**config.mk**
```make
export PLATFORM = sky130hd
export DESIGN_NAME = fp_special_bypass
export DESIGN_NICKNAME = d
export VERILOG_FILES = /design/src/rtl/fp_special_bypass.sv
export SDC_FILE = /design/constraint.sdc
export NUM_CORES = 1
export LEC_CHECK = 0
export BUFFER_PORTS_ARGS = -buffer_cell sky130_fd_sc_hd__buf_2
export CORE_MARGIN = 3
export CORE_UTILIZATION = 46
export CTS_CLUSTER_DIAMETER = 100
export CTS_CLUSTER_SIZE = 25
export DETAILED_ROUTE_END_ITERATION = 8
export PLACE_DENSITY = 0.87
export SLEW_MARGIN = 30
export SYNTH_ARGS = -nofsm -noshare
export SYNTH_HDL_FRONTEND = slang
export SYNTH_SLANG_ARGS = --single-unit
```
**constraint.sdc**
```tcl
create_clock -name clk -period 0.8 [get_ports clk]
set_clock_uncertainty 0.1 [all_clocks]
set_input_delay 0.12 -clock clk [delete_from_list [all_inputs] [get_ports clk]]
set_output_delay 0.12 -clock clk [all_outputs]
set_load 0.02 [all_outputs]
```
**src/rtl/fp_special_bypass.sv**
```systemverilog
module fp_special_bypass #(
  parameter int EXP_W  = 11,
  parameter int FRAC_W = 52
) (
  input  logic                        clk,
  input  logic                        rst_n,
  input  logic                        in_valid,
  input  logic [EXP_W+FRAC_W:0]       op_a,
  input  logic [EXP_W+FRAC_W:0]       op_b,
  input  logic                        sub_sel,
  input  logic                        daz_en,
  output logic                        out_valid,
  output logic                        bypass_valid,
  output logic [EXP_W+FRAC_W:0]       bypass_result,
  output logic                        flag_invalid,
  output logic                        flag_denorm
);
  localparam int W = 1 + EXP_W + FRAC_W;
  localparam logic [W-1:0] QBIT  = W'(1) << (FRAC_W - 1);
  localparam logic [W-1:0] CQNAN = {1'b1, {EXP_W{1'b1}}, 1'b1, {(FRAC_W-1){1'b0}}};

  logic a_s, b_s, b_es, eff_sub;
  logic [EXP_W-1:0]  a_e, b_e;
  logic [FRAC_W-1:0] a_f, b_f;

  assign a_s = op_a[W-1];
  assign b_s = op_b[W-1];
  assign a_e = op_a[W-2:FRAC_W];
  assign b_e = op_b[W-2:FRAC_W];
  assign a_f = op_a[FRAC_W-1:0];
  assign b_f = op_b[FRAC_W-1:0];
  assign b_es    = b_s ^ sub_sel;
  assign eff_sub = a_s ^ b_es;

  logic a_nan, a_snan, a_inf, a_den, a_zero;
  logic b_nan, b_snan, b_inf, b_den, b_zero;

  assign a_nan  = (&a_e) & (|a_f);
  assign a_snan = a_nan & ~a_f[FRAC_W-1];
  assign a_inf  = (&a_e) & ~(|a_f);
  assign a_den  = ~(|a_e) & (|a_f);
  assign a_zero = ~(|a_e) & (~(|a_f) | daz_en);

  assign b_nan  = (&b_e) & (|b_f);
  assign b_snan = b_nan & ~b_f[FRAC_W-1];
  assign b_inf  = (&b_e) & ~(|b_f);
  assign b_den  = ~(|b_e) & (|b_f);
  assign b_zero = ~(|b_e) & (~(|b_f) | daz_en);

  logic           n_byp, n_inv, n_den;
  logic [W-1:0]   n_res;

  always_comb begin
    n_byp = 1'b1;
    n_inv = 1'b0;
    n_den = 1'b0;
    n_res = '0;
    if (!daz_en && (a_den || b_den)) begin
      n_den = 1'b1;
    end else if (a_nan || b_nan) begin
      n_res = a_nan ? (op_a | QBIT) : (op_b | QBIT);
      n_inv = a_snan | b_snan;
    end else if (a_inf && b_inf) begin
      if (eff_sub) begin
        n_res = CQNAN;
        n_inv = 1'b1;
      end else begin
        n_res = op_a;
      end
    end else if (a_inf) begin
      n_res = op_a;
    end else if (b_inf) begin
      n_res = {b_es, op_b[W-2:0]};
    end else if (a_zero && b_zero) begin
      n_res = {a_s & b_es, {(W-1){1'b0}}};
    end else if (a_zero) begin
      n_res = {b_es, op_b[W-2:0]};
    end else if (b_zero) begin
      n_res = op_a;
    end else begin
      n_byp = 1'b0;
    end
  end

  always_ff @(posedge clk or negedge rst_n) begin
    if (!rst_n) begin
      out_valid     <= 1'b0;
      bypass_valid  <= 1'b0;
      bypass_result <= '0;
      flag_invalid  <= 1'b0;
      flag_denorm   <= 1'b0;
    end else begin
      out_valid     <= in_valid;
      bypass_valid  <= in_valid & n_byp;
      bypass_result <= in_valid ? n_res : '0;
      flag_invalid  <= in_valid & n_inv;
      flag_denorm   <= in_valid & n_den;
    end
  end
endmodule

```
After elaboration in Yosys (flattened, before gate mapping)
Cells that the tools add are included.
W data, S select, Z words.
{ "op_classes": {"mux": 24, "n_bitwise": 25, "reduce_logical": 12} }
{ "op_table": {"columns": ["cell", "count"], "rows": [
  ["$mux W64", 11],
  ["$reduce_or A52 Y1", 2],
  ["$reduce_and A11 Y1", 2],
  ["$reduce_or A11 Y1", 2],
  ["$and A1 B1 Y1", 14],
  ["$mux W1", 13],
  ["$not A1 Y1", 6],
  ["$logic_and A1 B1 Y1", 3],
  ["$or A1 B1 Y1", 3],
  ["$logic_or A1 B1 Y1", 2],
  ["$xor A1 B1 Y1", 2],
  ["$logic_not A1 Y1", 1]
]} }
{ "totals": {"reg_bits": 68, "inputBits": 133, "output_inout_bits": 68, "elab_cells": 66} }

Depth between registers and ports, before layout
{ "logic_depth": {"depth_word": 13, "ltp_mapped": 8, "mapped_depth_nobuf": 7} }

Least setup slack after synthesis
Ideal clock, no wire load.
{ "synth_timing": {"path_type": "in2reg", "start": "input port op_a[15]", "end": "register bypass_result[63]", "setup_ns": 0.111, "t_arrival_ns": 1.924, "required_ns": 0.589, "setup_slack_ns": -1.336, "path_stages": 6, "path_buffers": 0, "path_cell_list": "nor4_1 > nand4_1 > nor4_4 > nand2b_1 > mux2_2 > a2111oi_2"} }
{ "synth_via": {"elab_chain_cells": 12, "elab_cells_between_ends": 21, "cone_classes": "mux: 9; bitwise: 6; reduce/logical: 6"} }
{ "synth_lines": {"columns": ["element", "line", "text"], "rows": [
  ["start: declaration", "8", "input logic [EXP_W+FRAC_W:0] op_a,"],
  ["$reduce_or A52 Y1 *", null, null],
  ["$not A1 Y1", "40, 42", null],
  ["$or A1 B1 Y1", "42", "assign a_zero = ~(|a_e) & (~(|a_f) | daz_en);"],
  ["$and A1 B1 Y1", "42", null],
  ["$mux W64 or $logic_and A1 B1 Y1 (tied branches)", "76, 74", null],
  ["$mux W64", "74", "end else if (a_zero && b_zero) begin"],
  ["$mux W64", "72", "end else if (b_inf) begin"],
  ["$mux W64", "70", "end else if (a_inf) begin"],
  ["$mux W64", "63", "end else if (a_inf && b_inf) begin"],
  ["$mux W64", "60", "end else if (a_nan || b_nan) begin"],
  ["$mux W64 *", "58", "if (!daz_en && (a_den || b_den)) begin"],
  ["$mux W64 *", "95", "bypass_result <= in_valid ? n_res : '0;"],
  ["end signal: assignment", "95", null],
  ["end: declaration", "14", "output logic [EXP_W+FRAC_W:0] bypass_result,"]
]} }
Every way passes the cells marked *; elsewhere a longest branch is shown, timed or not.

Final worst setup path
{ "layout_timing": {"start": "input port op_a[4]", "end": "register bypass_result[12]"} }
The elaborated chain is that of the path after synthesis.

==> flow_metrics.tcl <==
set metrics [dict create \
    synthesis.area_mm2 0.00398 \
    required_ns 0.94 \
    area.growth.synth_to_final_pct 91.7 \
    syn_nets 509 \
    slew_headroom_pct 60.7 \
    leakage_nw 3.80 \
    gp_congestion 0.924 \
    cts_tree "yes" \
    drc 0 \
    finalSetupViolations 135 \
    fin_ws_ns -1.62 \
    routedWlPerCell_um 27.2 \
    status "complete, but fails checks" \
    slew_violations 0 \
    dr.pass1.iters 5 \
    io_buffers 200 \
    grt_pass1_wl_um 28300 \
    p_seq_share_pct 39.8 \
    drt_iter0_markers 460 \
    failed_checks "hold timing, setup timing" \
    power.switching_mw 2.41 \
    ys.flop_type "dfrtp_1" \
    clock-root-buffer "clkbuf_8" \
    layout_commonest_cell "buf_2" \
    antenna_found_initial 3 \
    dp_hpwl_um 10800 \
    crit_family "simple AND/OR/NAND/NOR gates" \
    grt_max_degree 38 \
    cts-buffers-inserted 9 \
    fp-row-count 33 \
    start_kind "primary input" \
    synth_cell_types 42 \
    tightest_slew_ns 0.584 \
    final_cell_mix "121 x buf_2, 108 x inv_1, 94 x buf_6" \
    synth-edff-count 0 \
    routed_wirelength_um 22200 \
    grt_pass1_vias 5293 \
    clkTransAtPathRegs_ns 0.08 \
    nets 838 \
    slowest_delay_ns 0.54 \
    track_usage_pct 37.6 \
    final_min_period_over_clock_period_pct 303 \
    cp_max_fo 7 \
    max-cap-violations 0 \
    async_flop_share_pct 100 \
    crit_chain "buf_2, nor4_1, nand2_1, nor4_4, buf_4, o221ai_4, o21bai_4, buf_6, clkbuf_16, o32ai_2" \
    crit_type "primary input to register" \
    cts_buffer_depth 2 \
    max_freq_mhz 413 \
    yosysSeqAreaShare_pct 42.8 \
    syn_avg_cell_area_um2 10.6 \
    fin_tns_setup_ns -118.02 \
    vias_per_cell 6.43 \
    p_int_mw 6.23 \
    netlist_instances 374 \
    critical_path_buf_inv_count 4 \
    die_area_mm2 0.00980 \
    cts_hold_buf 23 \
    dp.cells 750 \
    hold_viol_final 26 \
    antenna_left 0 \
    combinationalPowerShare_pct 20.1 \
    io_pins 201 \
    via_count 5254 \
    coreArea_mm2 0.00830 \
    p_per_area_mw_per_mm2 1130 \
    stdcell_count 817 \
    clkPwrFrac_pct 40.1 \
    swShare_pct 27.9 \
    hold-worst-slack_ns -0.0518 \
    cts.sinks 68 \
    peakVddDrop_mv 0.870 \
    period_needed_ns 2.42 \
    initial_core_util_pct 47.9 \
    grt_remaining_overflow 0 \
    die_x_um 99.0 \
    drive_above_1_share_pct 62.1 \
    cts_max_level 3 \
    hold_path.class "primary input to register" \
    arrival_ns 2.56 \
    die_height_um 99.0 \
    synth_warnings 0 \
    crit_path_end_kind "register" \
    ys_ff_latch 68 \
    slowest_stage "nor4_4" \
    rsz0062_at_grt "true" \
]
==> final cells by class <==
class | count | area (um2)
Timing Repair Buffer | 342 | 2890
Antenna cell | 4 | 10.0
Inverter | 108 | 405
Clock buffer | 13 | 169
Multi-Input combinational cell | 174 | 2250
Sequential cell | 68 | 1700
Fill cell | 295 | 677
Clock inverter | 3 | 67.6
Tap cell | 105 | 131
==> Yosys cell counts, types with 2 or more instances <==
cell type | n | area [um2]
a2111oi_2 | 2 | 30.0
a21oi_1 | 16 | 80.1
a31oi_1 | 3 | 18.8
a32oi_1 | 10 | 87.6
and3_1 | 2 | 12.5
buf_2 | 5 | 25.0
buf_4 | 3 | 22.5
buf_6 | 5 | 56.3
clkbuf_1 | 6 | 22.5
clkbuf_4 | 5 | 37.5
dfrtp_1 | 68 | 1700
ha_1 | 2 | 25.0
inv_1 | 108 | 405
nand2_1 | 6 | 22.5
nand3_1 | 6 | 30.0
nand4_1 | 10 | 62.6
nor2_1 | 8 | 30.0
nor3_1 | 5 | 25.0
nor4_1 | 29 | 181
nor4_2 | 2 | 25.0
o22ai_1 | 2 | 12.5
o32ai_2 | 50 | 813
or3_1 | 2 | 12.5
==> through the flow <==
stage	cell area (um2)	total power, mW	setup slack (ns)	utilization, %	hold slack (ns)
6_report	7620	8.64	-1.62	91.8	-0.0518
5_1_grt	7620	8.82	-1.56	91.8	-0.0503
4_1_cts	7300	8.29	-1.24	87.9	-0.0584
3_5_place_dp	5930	4.77	-1.79	71.5	0.0301
3_3_place_gp	5930	4.73	-1.80	71.5	0.0257
2_1_floorplan	4200	3.88	-1.27	-	-0.276
==> state kept, by name (all words and copies together) (netlist names) <==
name / count
bypass_result: 64
bypass_valid: 1
flag_denorm: 1
flag_invalid: 1
out_valid: 1
==> what timing repair did <==
item                                    in CTS  in global routing
pin swaps                                   34                 24
endpoints found under the setup margin     135                135
cloned                                       3                  3
gates resized for setup                    195                 37
setup buffers                               16                  8
endpoints found under the hold margin      118                 31
==> power groups by stage <==
stage	Combinational (mW)	Sequential, mW	Clock (mW)
6_report	1.73	3.44	3.47
5_1_grt	1.80	3.44	3.58
4_1_cts	1.48	3.44	3.36
3_3_place_gp	1.22	3.51	0
2_1_floorplan	0.363	3.51	0
3_5_place_dp	1.26	3.51	0
==> layer usage <==
layer	track usage (%)	share of wire [%]
met1	40.7	32
met2	65.7	48
met3	6.44	10
met4	27.1	10
met5	0	0
==> cell families after synthesis <==
| family | share of synthesized area (%) |
|---|---|
| simple gates | 11.4 |
| fa+ha+maj | 0.629 |
| buf+inv | 14.3 |
| xor+xnor | 0.220 |
| compound gates | 30.3 |
| flops | 42.8 |
| mux | 0.283 |
==> worst paths after layout <==
check	cells past startpoint	slack [ns]	end	startpoint
setup / recovery	10	-1.62	bypass_result[12]	op_a[4]
hold / removal	3	-0.05	bypass_result[41]	op_a[41]
max in group asynchronous	3	0.12	bypass_result[34]	rst_n
min in group asynchronous	3	0.26	bypass_result[52]	rst_n
No activity file was read; power rests on OpenSTA's default activity.
